**config.mk**
```make
export PLATFORM = sky130hd
export DESIGN_NAME = sched_walker
export DESIGN_NICKNAME = d
export VERILOG_FILES = /design/src/rtl/sw_pkg.sv /design/src/rtl/sw_link_decode.sv /design/src/rtl/sw_frame_ctr.sv /design/src/rtl/sched_walker.sv
export SDC_FILE = /design/constraint.sdc
export NUM_CORES = 1
export LEC_CHECK = 0
export CAP_MARGIN = 25
export CORE_ASPECT_RATIO = 0.7
export CORE_MARGIN = 10
export CORE_UTILIZATION = 45
export CTS_BUF_LIST = sky130_fd_sc_hd__clkbuf_4 sky130_fd_sc_hd__clkbuf_8 sky130_fd_sc_hd__clkbuf_16
export DETAILED_ROUTE_END_ITERATION = 8
export PLACE_DENSITY = 0.67
export SETUP_SLACK_MARGIN = 0.3
export SLEW_MARGIN = 10
export SYNTH_ARGS = -nofsm -noshare
export SYNTH_HDL_FRONTEND = slang
export SYNTH_SLANG_ARGS = --single-unit
```
**constraint.sdc**
```tcl
create_clock -name clk -period 2.2 [get_ports clk]
set_input_delay 0.44 -clock clk [delete_from_list [all_inputs] [get_ports clk]]
set_output_delay 0.44 -clock clk [all_outputs]
set_load 0.1 [all_outputs]
```
**src/rtl/sw_pkg.sv**
```systemverilog
package sw_pkg;
  localparam int WORD_W  = 32;
  localparam int LNK_T   = 0;   // link invalid
  localparam int LNK_Q   = 1;   // target is a queue head
  localparam int LNK_VF  = 2;   // depth-first after success
  localparam int ACT_BIT = 23;  // descriptor active flag

  typedef enum logic [2:0] {
    S_IDLE, S_FL, S_QH0, S_QH1, S_TD0, S_TD1, S_EXEC, S_WB
  } walk_st_t;
endpackage

```
**src/rtl/sw_link_decode.sv**
```systemverilog
module sw_link_decode
  import sw_pkg::*;
#(
  parameter int AW = 32
) (
  input  logic [WORD_W-1:0] word,
  output logic [AW-1:0]     addr,
  output logic              is_qh,
  output logic              term
);
  assign addr  = {word[AW-1:4], 4'b0000};
  assign is_qh = word[LNK_Q];
  assign term  = word[LNK_T];
endmodule

```
**src/rtl/sw_frame_ctr.sv**
```systemverilog
module sw_frame_ctr #(
  parameter int N = 1024,
  parameter int W = $clog2(N)
) (
  input  logic         clk,
  input  logic         rst,
  input  logic         tick,
  output logic [W-1:0] fetch_idx,
  output logic [W-1:0] cur_idx
);
  localparam logic [W-1:0] LAST = W'(N - 1);

  always_ff @(posedge clk) begin
    if (rst) begin
      fetch_idx <= '0;
      cur_idx   <= '0;
    end else if (tick) begin
      cur_idx   <= fetch_idx;
      fetch_idx <= (fetch_idx == LAST) ? '0 : fetch_idx + 1'b1;
    end
  end
endmodule

```
**src/rtl/sched_walker.sv**
```systemverilog
module sched_walker
  import sw_pkg::*;
#(
  parameter int AW         = 32,
  parameter int FL_ENTRIES = 1024,
  parameter int FL_BASE    = 0,
  localparam int FN_W      = $clog2(FL_ENTRIES)
) (
  input  logic              clk,
  input  logic              rst,
  input  logic              frame_tick,
  output logic              mem_rd_en,
  output logic              mem_wr_en,
  output logic [AW-1:0]     mem_addr,
  output logic [WORD_W-1:0] mem_wdata,
  input  logic [WORD_W-1:0] mem_rdata,
  output logic              exec_start,
  output logic [AW-1:0]     exec_td_addr,
  input  logic              exec_done,
  input  logic              exec_ok,
  output logic              busy,
  output logic [FN_W-1:0]   frame_num
);
  localparam logic [AW-1:0] WORD1 = AW'(4);
  localparam logic [AW-1:0] BASE  = AW'(FL_BASE);

  walk_st_t          state;
  logic              wt;        // read data not yet returned
  logic              in_q;      // walking inside a queue context
  logic [AW-1:0]     obj_addr;  // object currently being read
  logic [AW-1:0]     ctx_addr;  // queue head context
  logic [WORD_W-1:0] qh_horiz;
  logic [WORD_W-1:0] td_link;
  logic [FN_W-1:0]   fetch_idx;

  logic              jump_v, jump_inq;
  logic [WORD_W-1:0] jump_w;
  logic [AW-1:0]     dec_addr;
  logic              dec_qh, dec_term;

  sw_frame_ctr #(.N(FL_ENTRIES), .W(FN_W)) i_fctr (
    .clk(clk), .rst(rst), .tick(frame_tick),
    .fetch_idx(fetch_idx), .cur_idx(frame_num)
  );

  sw_link_decode #(.AW(AW)) i_dec (
    .word(jump_w), .addr(dec_addr), .is_qh(dec_qh), .term(dec_term)
  );

  // Which link word (if any) the walk follows this cycle.
  always_comb begin
    jump_v   = 1'b0;
    jump_inq = 1'b0;
    jump_w   = mem_rdata;
    unique case (state)
      S_FL:   jump_v = !wt;
      S_QH1: if (!wt) begin
        jump_v = 1'b1;
        if (!mem_rdata[LNK_T]) jump_inq = 1'b1;
        else                   jump_w   = qh_horiz;
      end
      S_TD1: if (!wt && !mem_rdata[ACT_BIT]) begin
        jump_v = 1'b1;
        jump_w = in_q ? qh_horiz : td_link;
      end
      S_EXEC: if (exec_done && !(exec_ok && in_q)) begin
        jump_v = 1'b1;
        jump_w = in_q ? qh_horiz : td_link;
      end
      S_WB: begin
        jump_v = 1'b1;
        if (td_link[LNK_VF] && !td_link[LNK_T]) begin
          jump_w   = td_link;
          jump_inq = 1'b1;
        end else begin
          jump_w = qh_horiz;
        end
      end
      default: jump_v = 1'b0;
    endcase
  end

  always_ff @(posedge clk) begin
    if (rst) begin
      state        <= S_IDLE;
      wt           <= 1'b0;
      in_q         <= 1'b0;
      obj_addr     <= '0;
      ctx_addr     <= '0;
      qh_horiz     <= '0;
      td_link      <= '0;
      mem_rd_en    <= 1'b0;
      mem_wr_en    <= 1'b0;
      mem_addr     <= '0;
      mem_wdata    <= '0;
      exec_start   <= 1'b0;
      exec_td_addr <= '0;
    end else begin
      mem_rd_en  <= 1'b0;
      mem_wr_en  <= 1'b0;
      exec_start <= 1'b0;
      if (frame_tick) begin
        state     <= S_FL;
        mem_addr  <= BASE + AW'({fetch_idx, 2'b00});
        mem_rd_en <= 1'b1;
        wt        <= 1'b1;
        in_q      <= 1'b0;
      end else begin
        if (wt) wt <= 1'b0;
        unique case (state)
          S_QH0: if (!wt) begin
            qh_horiz  <= mem_rdata;
            mem_addr  <= obj_addr + WORD1;
            mem_rd_en <= 1'b1;
            wt        <= 1'b1;
            state     <= S_QH1;
          end
          S_QH1: if (!wt) ctx_addr <= obj_addr;
          S_TD0: if (!wt) begin
            td_link   <= mem_rdata;
            mem_addr  <= obj_addr + WORD1;
            mem_rd_en <= 1'b1;
            wt        <= 1'b1;
            state     <= S_TD1;
          end
          S_TD1: if (!wt && mem_rdata[ACT_BIT]) begin
            exec_start   <= 1'b1;
            exec_td_addr <= obj_addr;
            state        <= S_EXEC;
          end
          S_EXEC: if (exec_done && exec_ok && in_q) begin
            mem_wr_en <= 1'b1;
            mem_addr  <= ctx_addr + WORD1;
            mem_wdata <= td_link;
            state     <= S_WB;
          end
          default: ;
        endcase
        if (jump_v) begin
          if (dec_term) begin
            state <= S_IDLE;
          end else begin
            state     <= dec_qh ? S_QH0 : S_TD0;
            obj_addr  <= dec_addr;
            mem_addr  <= dec_addr;
            mem_rd_en <= 1'b1;
            wt        <= 1'b1;
            in_q      <= jump_inq;
          end
        end
      end
    end
  end

  assign busy = (state != S_IDLE);
endmodule

```
After elaboration in Yosys (flattened, before gate mapping)
Cells that the tools add are included.

cells by class
  multipliers = 0
  reduce and logical (&&, ||, !) cells = 27
  muxes and demuxes = 37
  shifts and indexed selects = 0
  $lt $le $gt $ge = 0
  add/subtract/negate cells = 3
  div/mod/pow operators = 0
  equality and inequality tests = 16
  bitwise logic cells = 5

operator list
  operator                                                         number
  32-bit two-way mux                                               10
  32-bit one-hot mux with 4 select lines                           1
  32-bit by 3-bit adder with 32-bit output, second input constant  2
  32-bit one-hot mux with 2 select lines                           1
  3-bit two-way mux                                                7
  3-bit AND reduction                                              6
  4-bit inequality test, second input constant                     4
  1-bit two-way mux                                                13
  3-bit == test, second input constant                             4
  12-bit two-way mux                                               1
  3-bit inequality test, second input constant                     4
  3-bit one-hot mux with 4 select lines                            1
  10-bit by 1-bit adder with 10-bit output, second input constant  1
  10-bit == test, second input constant                            1
  10-bit two-way mux                                               1
  5-bit AND reduction                                              2
  1-bit logical AND                                                7
  3-bit by 2-bit == test with 1-bit output, second input constant  2
  6-bit nonzero test                                               1
  3-bit OR reduction                                               2
  1-bit inverter                                                   5
  1-bit one-hot mux with 5 select lines                            1
  5-bit nonzero test                                               1
  1-bit logical NOT                                                4
  other kinds (5)                                                  6

word-level totals
  memories kept = 0
  bits of input ports = 37
  bits in writable memories = 0
  bits in latches = 0
  logic and storage cells = 104
  ROM bits = 0
  output and inout bits = 110
  register bits after elaboration = 239

Depth between registers and ports, before layout
Gate-level depths: netlist of the first run.

  depth after elaboration = 9
  gate-level depth with buffers = 10
  gate-level depth less buffers = 6

Modules after synthesis
A second synthesis of the first run with hierarchy kept.

unflattened totals
  cell total of the unflattened synthesis = 1518
  area total of the unflattened synthesis = 11928.9 um^2

by module, submodules not included
  module          area each (um^2)  seq. area each (um^2)  times used  cells an instance
  sched_walker    10852.9           4624.4                 1           1397
  sw_frame_ctr    817.0             400.4                  1           86
  sw_link_decode  259.0             0.0                    1           35

Worst setup path before layout of the first run
OpenSTA, ideal clock, no wires.

  kind = reg-to-reg
  start = reg wt
  end = reg mem_addr[22]
  data required time = 2.054 ns
  period minus slack after synthesis = 2.648 ns
  setup slack = -0.448 ns
  setup time = 0.146 ns
  data arrival time = 2.502 ns
  buffers on the path = 3
  cell stages (with the launch flop) = 10
  cell sequence = dfxtp_1 buf_2 nor3b_2 a32o_1 o21bai_1 buf_4 buf_6 a22o_1 a21oi_2 a211oi_2

between the ends
  cells in the longest elaborated chain, start to end = 6
  elaborated cells on any way between the ends = 12
  those cells by class = mux: 10; reduce/logical: 2

RTL lines
  element                                 RTL line                                text
  start, declared                         sched_walker.sv:28                      logic wt;
  start signal, assigned                  sched_walker.sv:86                      wt <= 1'b0;
  start signal, assigned                  sched_walker.sv:106                     wt <= 1'b1;
  start signal, assigned                  sched_walker.sv:109                     if (wt) wt <= 1'b0;
  1-bit logical NOT                       sched_walker.sv:56, sched_walker.sv:62
  1-bit logical AND                       sched_walker.sv:62                      S_TD1: if (!wt && !mem_rdata[ACT_BIT]) begin
  32-bit two-way mux                      sched_walker.sv:62
  32-bit one-hot mux with 4 select lines  sched_walker.sv:55                      unique case (state)
  32-bit two-way mux                      sched_walker.sv:140                     if (dec_term) begin
  32-bit two-way mux *                    sched_walker.sv:139                     if (jump_v) begin
  end signal, assigned                    sched_walker.sv:104                     mem_addr <= BASE + AW'({fetch_idx, 2'b00});
  end signal, assigned                    sched_walker.sv:133                     mem_addr <= ctx_addr + WORD1;
  end signal, assigned                    sched_walker.sv:145                     mem_addr <= dec_addr;
  end, declared                           sched_walker.sv:14                      output logic [AW-1:0] mem_addr,

Every way passes the cells marked *; elsewhere a longest branch is shown, timed or not.
A chain may end at the register's enable or synchronous reset.

Worst setup path after layout of the first run
  start = reg state[0]
  end = reg obj_addr[18]

between the ends
  cells in the longest elaborated chain, start to end = 4
  elaborated cells on any way between the ends = 9
  those cells by class = eq/ne: 5; mux: 2; bitwise: 1; reduce/logical: 1

RTL lines
  element                                                                           RTL line             text
  start, declared                                                                   sched_walker.sv:27   walk_st_t state;
  start signal, assigned                                                            sched_walker.sv:143  state <= dec_qh ? S_QH0 : S_TD0;
  3-bit == test / 3-bit by 2-bit == test with 1-bit output (equally long branches)  sched_walker.sv:55
  32-bit one-hot mux with 4 select lines                                            sched_walker.sv:55
  1-bit inverter (no line)                                                          n/a
  3-bit AND reduction (no line)                                                     n/a
  end signal, assigned                                                              sched_walker.sv:144  obj_addr <= dec_addr;
  end, declared                                                                     sched_walker.sv:30   logic [AW-1:0] obj_addr;

Parallel ways exist; a longest one is shown, timed or not.

==> flow_summary_export.csv, run 1 <==
group,metric,value,unit
power,ir_worst_vdd,0.000513,V
place,port_buffers,142,
worst_setup_path,critPathLaunchType,"flip-flop",
worst_setup_path,reg2reg_slack,0.08,ns
global_routing,grt_pass1_wl,49800,um
synthesis,synth-seq-cells,237,
drt,drc_errors,0,
sta,setup_tns,0,ns
sta,finalCriticalPeriod,2.12,ns
sta,clock_skew,0.0132,ns
worst_setup_path,crit_required,2.62,ns
synthesis,seq_area_frac_synth,48.5,%
sta,final_max_slew_viol_count,0,
die,io_pins,147,
power,leakagePower,4.86,nW
synthesis,synth_flop_cell,"dfxtp_1",
synthesis,yosysUniqueCellTypes,61,
synthesis,syn_area_per_cell,8.45,um2
sta,hold_viol_final,0,
sta,rsz0062_at_grt,"true",
final_layout,final_net_count,1371,
hold_path,hold_path_startpoint,"rst",
drt,wl,32000,um
die,core,21500,um2
die,die_area,28100,um2
worst_setup_path,worst-endpoint-arrival,2.53,ns
place,dp.cells,1560,
die,die_w,196,um
clock_tree,clock-root-buffer,"clkbuf_16",
final_layout,antenna_cells,0,
sta,whs,0.411,ns
final_layout,fillCellCount,1854,
sta,setup_viol_count_final,0,
sta,worstMarginPinSlew,0.636,ns
worst_setup_path,rr_startpoint,"state[0]",
place,dpl.hpwl,21500,um
clock_tree,clock_path_buffers,3,
power,p_per_area,708,nW/um2
global_routing,antenna_found_initial,0,
clock_tree,cts_tree,"yes",
hold_path,whs_path_depth,3,
final_layout,utilization,61.7,%
job,drv_cap,0,
worst_setup_path,reg2regPathDepth,8,
hold_path,hold_path.class,"in -> reg",
sta,fmax,0.473,GHz
clock_tree,htree_levels,1,
synthesis,yosys_warnings,0,
clock_tree,postCtsHoldBufs,0,
global_routing,grtUsageTotal,21.6,%
global_routing,gr-total-overflow,0,
worst_setup_path,slowest_delay,0.39,ns
drt,drt_iter0_drc,932,
worst_setup_path,critical_path_class,"reg -> reg",
clock_tree,clkSinkCount,237,
drt,routed-via-count,9067,
final_layout,area_delta_synth_final,35.7,%
worst_setup_path,timing.rr.end,"obj_addr[18]",
die,start_util,45.4,%
final_layout,drive_above_1_share,29.2,%
synthesis,synth_edf_count,0,
clock_tree,clk_latency,0.51,ns
place,place.gp.congestion,0.882,
drt,routed_via_density,5.56,
worst_setup_path,crit_path_end_kind,"flip-flop",
sta,fin_crit_sh,96.1,%
hold_path,holdPathEnd,"i_fctr.cur_idx[0]",
synthesis,netlist_area,9770,um2
clock_tree,cts.clk_slew.worst_paths,0.06,ns
final_layout,fin_cells,1631,
drt,ant_nets,0,
sta,slew_headroom,57.5,%
global_routing,grt_pass1_vias,8523,
synthesis,async_flop_share,0,%
die,die_y,143,um
status,status,"completed",
clock_tree,numCtsBuffers,24,
power,design_power_total,9.39,mW
drt,avgRoutedWirePerCell,19.6,um
worst_setup_path,crit_chain,"and4b_1 > a32o_2 > buf_4 > o21ai_4 > a31o_4 > buf_12 > a21oi_1 > a211oi_2",
worst_setup_path,cp_slowest_cell,"dfxtp_4",
worst_setup_path,crit_fanout,14,
drt,detail_route.first_pass.iterations,6,
die,row_count,45,
synthesis,syn_inst,1157,
global_routing,grt_max_degree,104,
synthesized netlist by cell type (all sizes together) (2+ instances only):
library cell | number | area (um2)
a21o | 2 | 15.0
o311ai | 7 | 61.3
o211a | 2 | 20.0
xor2 | 4 | 35.0
nand3 | 10 | 50.1
and3 | 8 | 50.1
dfxtp | 237 | 4740
a31oi | 3 | 25.0
a21boi | 2 | 18.8
o21ai | 17 | 100
buf | 53 | 352
and2 | 5 | 33.8
a21oi | 207 | 1070
a211oi | 60 | 606
a222oi | 8 | 80.1
a22o | 47 | 412
nand2b | 2 | 12.5
a22oi | 3 | 32.5
nor2 | 29 | 109
nor2b | 4 | 25.0
o211ai | 2 | 20.0
or3 | 12 | 80.1
nor3 | 3 | 15.0
mux2i | 10 | 100
clkbuf | 53 | 199
nand4 | 5 | 31.3
and3b | 2 | 17.5
xnor2 | 2 | 17.5
inv | 5 | 18.8
nand2 | 335 | 1260
per-layer routing:
metal / wire, um / global-route usage [%] / vias up
li1: - / - / 4363
met1: 16100 / 34.1 / 4316
met2: 12600 / 29.2 / 352
met3: 2730 / 4.47 / 36
met4: 486 / 3.45 / 0
met5: 0 / 0 / -
where the power goes:
group          switching, mW  leakage (nW)  internal [mW]
clock network           1.67         0.391           2.32
registers             0.0669          1.92           4.34
logic                  0.617          2.55          0.373
stage by stage:
stage | cell area, um2 | setup slack, ns
after floorplan | 9930 | 0.189
after global placement | 11700 | -0.404
after detailed placement | 11700 | -0.438
after CTS | 13000 | 0.154
after global routing | 13300 | 0.0193
final | 13300 | 0.0850
worst max path at each step:
stage / from / end / slack [ns] / depth (start not counted)
finish: state[0] / obj_addr[18] / 0.08 / 8
global route: state[0] / obj_addr[18] / 0.02 / 8
CTS: state[0] / busy / 0.15 / 3
detailed placement: mem_rdata[23] / mem_addr[6] / -0.44 / 8
global placement: mem_rdata[23] / mem_addr[6] / -0.40 / 8
floorplan: wt / mem_addr[22] / 0.19 / 9
sequential cells by signal, summed over array words and instances, names as in the netlist, 3 cells and up:
| signal | count |
|---|---|
| obj_addr | 28 |
| state | 3 |
| qh_horiz | 30 |
| i_fctr.cur_idx | 10 |
| ctx_addr | 28 |
| exec_td_addr | 28 |
| mem_addr | 32 |
| i_fctr.fetch_idx | 10 |
| td_link | 32 |
| mem_wdata | 32 |
layout by cell type (no fill, tap or decap), drive strengths merged, types with 3 or more instances in the layout:
master	instances
nand3	10
nand2	335
conb	4
mux2i	10
nor3	3
a31oi	3
a211oi	60
clkbuf	36
or3	12
nor2b	4
a22oi	3
buf	214
o311ai	7
a22o	47
o21ai	17
xor2	4
and2	5
clkinv	6
nor2	29
nand4	5
clkdlybuf4s50	33
a222oi	8
dfxtp	237
inv	5
and3	9
a21oi	207
cell families after synthesis:
kind of cell	after synthesis	share of synthesized area, %
other	1	0.0384
adders and majority gates	2	0.243
muxes	10	1.02
DFF	237	48.5
and+or+nand+nor	420	17.7
AOI/OAI and AO/OA	369	26.0
buffers and inverters	112	5.86
xor gates and xnor gates	6	0.538
repair_timing:
| action | in CTS | in global routing |
|---|---|---|
| gates resized for setup | 71 | 35 |
| buffers inserted | 16 | 7 |
| pin swaps | 9 | 17 |
| gates cloned | 4 | 2 |
| setup endpoints to repair | 98 | 134 |
worst max-delay path: cells and delay by family, from the launching register on:
kind                   cells  cell delay [ns]
buffers and inverters      2             0.31
and+or+nand+nor            1             0.21
DFF                        1             0.39
AOI/OAI and AO/OA          5             1.08
layout make-up:
class / instances / area [um2] / area share, %
clock inverters: 6 / 32.5 / 0.245
repair buffers: 251 / 2400 / 18.1
well taps: 282 / 353 / 2.66
flip-flops and latches: 237 / 4760 / 35.9
inverters: 6 / 22.5 / 0.170
clock buffers: 36 / 739 / 5.57
multi-input cells: 813 / 4960 / 37.4
Note: power is estimated with default switching activity, not from simulation.
==> run 2: changes to the inputs <==
==> constraint.sdc (replaced) <==
create_clock -name clk -period 2.2 [get_ports clk]
set_input_delay 0.44 -clock clk [delete_from_list [all_inputs] [get_ports clk]]
set_output_delay 0.44 -clock clk [all_outputs]
set_load 0.05 [all_outputs]
==> run 2 against run 1 <==
  * Flip-flop and latch count unchanged
  * Clock-buffer cell count unchanged
  * Core utilization increased by 2.9 points
  * Sequential power about the same
  * Hold slack improved by 0.038 ns
  * Via count is 2.7% higher
  * Total power up 0.10%
  * Clock skew decreased by 0.0033 ns
  * Non-clock buffer count rose by 22
  * First-iteration DRC count increased by 7.1%
  * Combinational power fell by 1%
  * Clock power about the same
==> flow_summary_export.csv, run 2 (synthesis results as in run 1) <==
group,metric,value,unit
sta,worstMarginPinSlew,0.760,ns
die,core,21500,um2
clock_tree,clk_latency,0.52,ns
clock_tree,clock_path_buffers,3,
worst_setup_path,reg2regPathDepth,10,
sta,setup_ws,0.00212,ns
sta,finalCriticalPeriod,2.20,ns
global_routing,grt_max_degree,120,
sta,fin_crit_sh,99.9,%
drt,wl,33600,um
drt,detail_route.first_pass.iterations,7,
sta,hold_viol_final,0,
power,ir_worst_vdd,0.000471,V
worst_setup_path,timing.rr.end,"mem_addr[17]",
sta,slew_headroom,49.3,%
power,leakagePower,5.24,nW
die,io_pins,147,
clock_tree,htree_levels,1,
place,port_buffers,142,
drt,drt_iter0_drc,998,
final_layout,final_common_cell,"nand2_1",
sta,setup_viol_count_final,0,
final_layout,area_delta_synth_final,42.1,%
worst_setup_path,crit_chain,"bufbuf_16 > o21ai_4 > a22oi_2 > buf_4 > a31o_4 > buf_6 > buf_16 > buf_12 > a211oi_4 > a211oi_2",
final_layout,fin_cells,1652,
worst_setup_path,crit_path_end_kind,"flip-flop",
sta,whs,0.449,ns
final_layout,regArea,4760,um2
die,die_area,28100,um2
place,place.gp.congestion,0.927,
clock_tree,cts.clk_slew.worst_paths,0.07,ns
final_layout,antenna_cells,0,
sta,clock_skew,0.00994,ns
hold_path,whs_path_depth,2,
worst_setup_path,rr_startpoint,"state[0]",
die,die_w,196,um
final_layout,drive_above_1_share,24.4,%
final_layout,reg_top3,"mem_addr: 32 flops, mem_wdata: 32 flops, td_link: 32 flops",
worst_setup_path,startpoint,"state[0]",
final_layout,fillCellCount,1747,
worst_setup_path,worst-endpoint-arrival,2.60,ns
global_routing,grtUsageTotal,22.4,%
worst_setup_path,critical_path_class,"reg -> reg",
clock_tree,postCtsHoldBufs,0,
global_routing,grt_pass1_wl,51600,um
drt,avgRoutedWirePerCell,20.4,um
place,pre_cts_slack,-0.506,ns
place,dpl.hpwl,21100,um
die,row_count,45,
worst_setup_path,slowest_delay,0.38,ns
clock_tree,clock-root-buffer,"clkbuf_16",
worst_setup_path,endpoint,"mem_addr[17]",
job,drv_cap,0,
clock_tree,cts_tree,"yes",
global_routing,antenna_found_initial,0,
global_routing,grt_pass1_vias,8642,
worst_setup_path,critPathLaunchType,"flip-flop",
hold_path,hold_path.class,"reg -> reg",
status,status,"completed",
final_layout,multi_input_area,5180,um2
clock_tree,clkSinkCount,237,
sta,rsz0062_at_grt,"true",
power,p_per_area,677,nW/um2
die,die_y,143,um
die,start_util,45.4,%
final_layout,utilization,64.6,%
drt,routed-via-count,9308,
sta,final_max_slew_viol_count,0,
sta,fmax,0.455,GHz
worst_setup_path,crit_fanout,8,
worst_setup_path,reg2reg_slack,0.002,ns
drt,routed_via_density,5.63,
place,dp.cells,1562,
final_layout,final_net_count,1392,
drt,ant_nets,0,
global_routing,gr-total-overflow,0,
worst_setup_path,crit_required,2.60,ns
worst_setup_path,cp_slowest_cell,"dfxtp_4",
drt,drc_errors,0,
final_layout,layout_common_cells,"333 x nand2_1, 232 x dfxtp_1, 170 x a21oi_1",
clock_tree,numCtsBuffers,24,
==> run 2: changes by cell type in the layout (fill, tap and decap cells not counted), moves of 5 or more <==
cell,delta
a211oi_1,-6
a211oi_4,+5
a21oi_1,-15
a21oi_4,+15
buf_4,-97
buf_6,+9
buf_8,+5
clkbuf_2,+6
clkdlybuf4s15_1,+20
dlygate4sd2_1,+78
==> run 2: worst max-delay path, delay by kind of cell (launching register included) <==
kind                   cells  cell delay (ns)
AO/OA/AOI/OAI              5             0.82
buffers and inverters      5             0.86
flip-flops                 1             0.38
==> run 2: power by group <==
group	internal (mW)	switching, mW	total [mW]
Clock	2.30	1.71	4.01
Combinational	0.415	0.562	0.977
Sequential	4.34	0.0733	4.42
Total	7.06	2.34	9.40
==> run 2: repair_timing <==
item,CTS,global route
endpoints found under the setup margin,199,116
cloned,9,3
resized for setup,234,77
setup buffers,29,7
pin swaps,59,34
==> run 2: worst min-delay path by stage <==
| stage | start | endpoint |
|---|---|---|
| finish | exec_td_addr[10] | exec_td_addr[10] |
| global route | mem_rdata[0] | td_link[0] |
| CTS | mem_rdata[0] | td_link[0] |
| detailed placement | qh_horiz[16] | qh_horiz[16] |
| global placement | mem_wdata[28] | mem_wdata[28] |
| floorplan | td_link[3] | mem_wdata[3] |
==> run 2: layout make-up <==
cell class	instances	share of cell area, %
flip-flops and latches	237	34.3
multi-input cells	812	37.3
clock buffers	36	5.28
repair buffers	273	20.2
clock inverters	6	0.243
inverters	6	0.162
well taps	282	2.54
==> run 2: stage by stage <==
stage,TNS [ns],power (mW),cell area [um2]
2_1_floorplan,0,4.94,9910
3_3_place_gp,-22.75,5.24,12000
3_5_place_dp,-25.52,5.24,12000
4_1_cts,0,9.36,13500
5_1_grt,-0.281,9.67,13900
6_report,0,9.40,13900
==> run 2: routing by layer <==
layer / vias to the layer above / wire [um] / track usage [%]
li1: 4419 / - / -
met1: 4458 / 16200 / 33.7
met2: 381 / 13800 / 30.9
met3: 50 / 2970 / 6.03
met4: 0 / 637 / 4.09
met5: - / 0 / 0
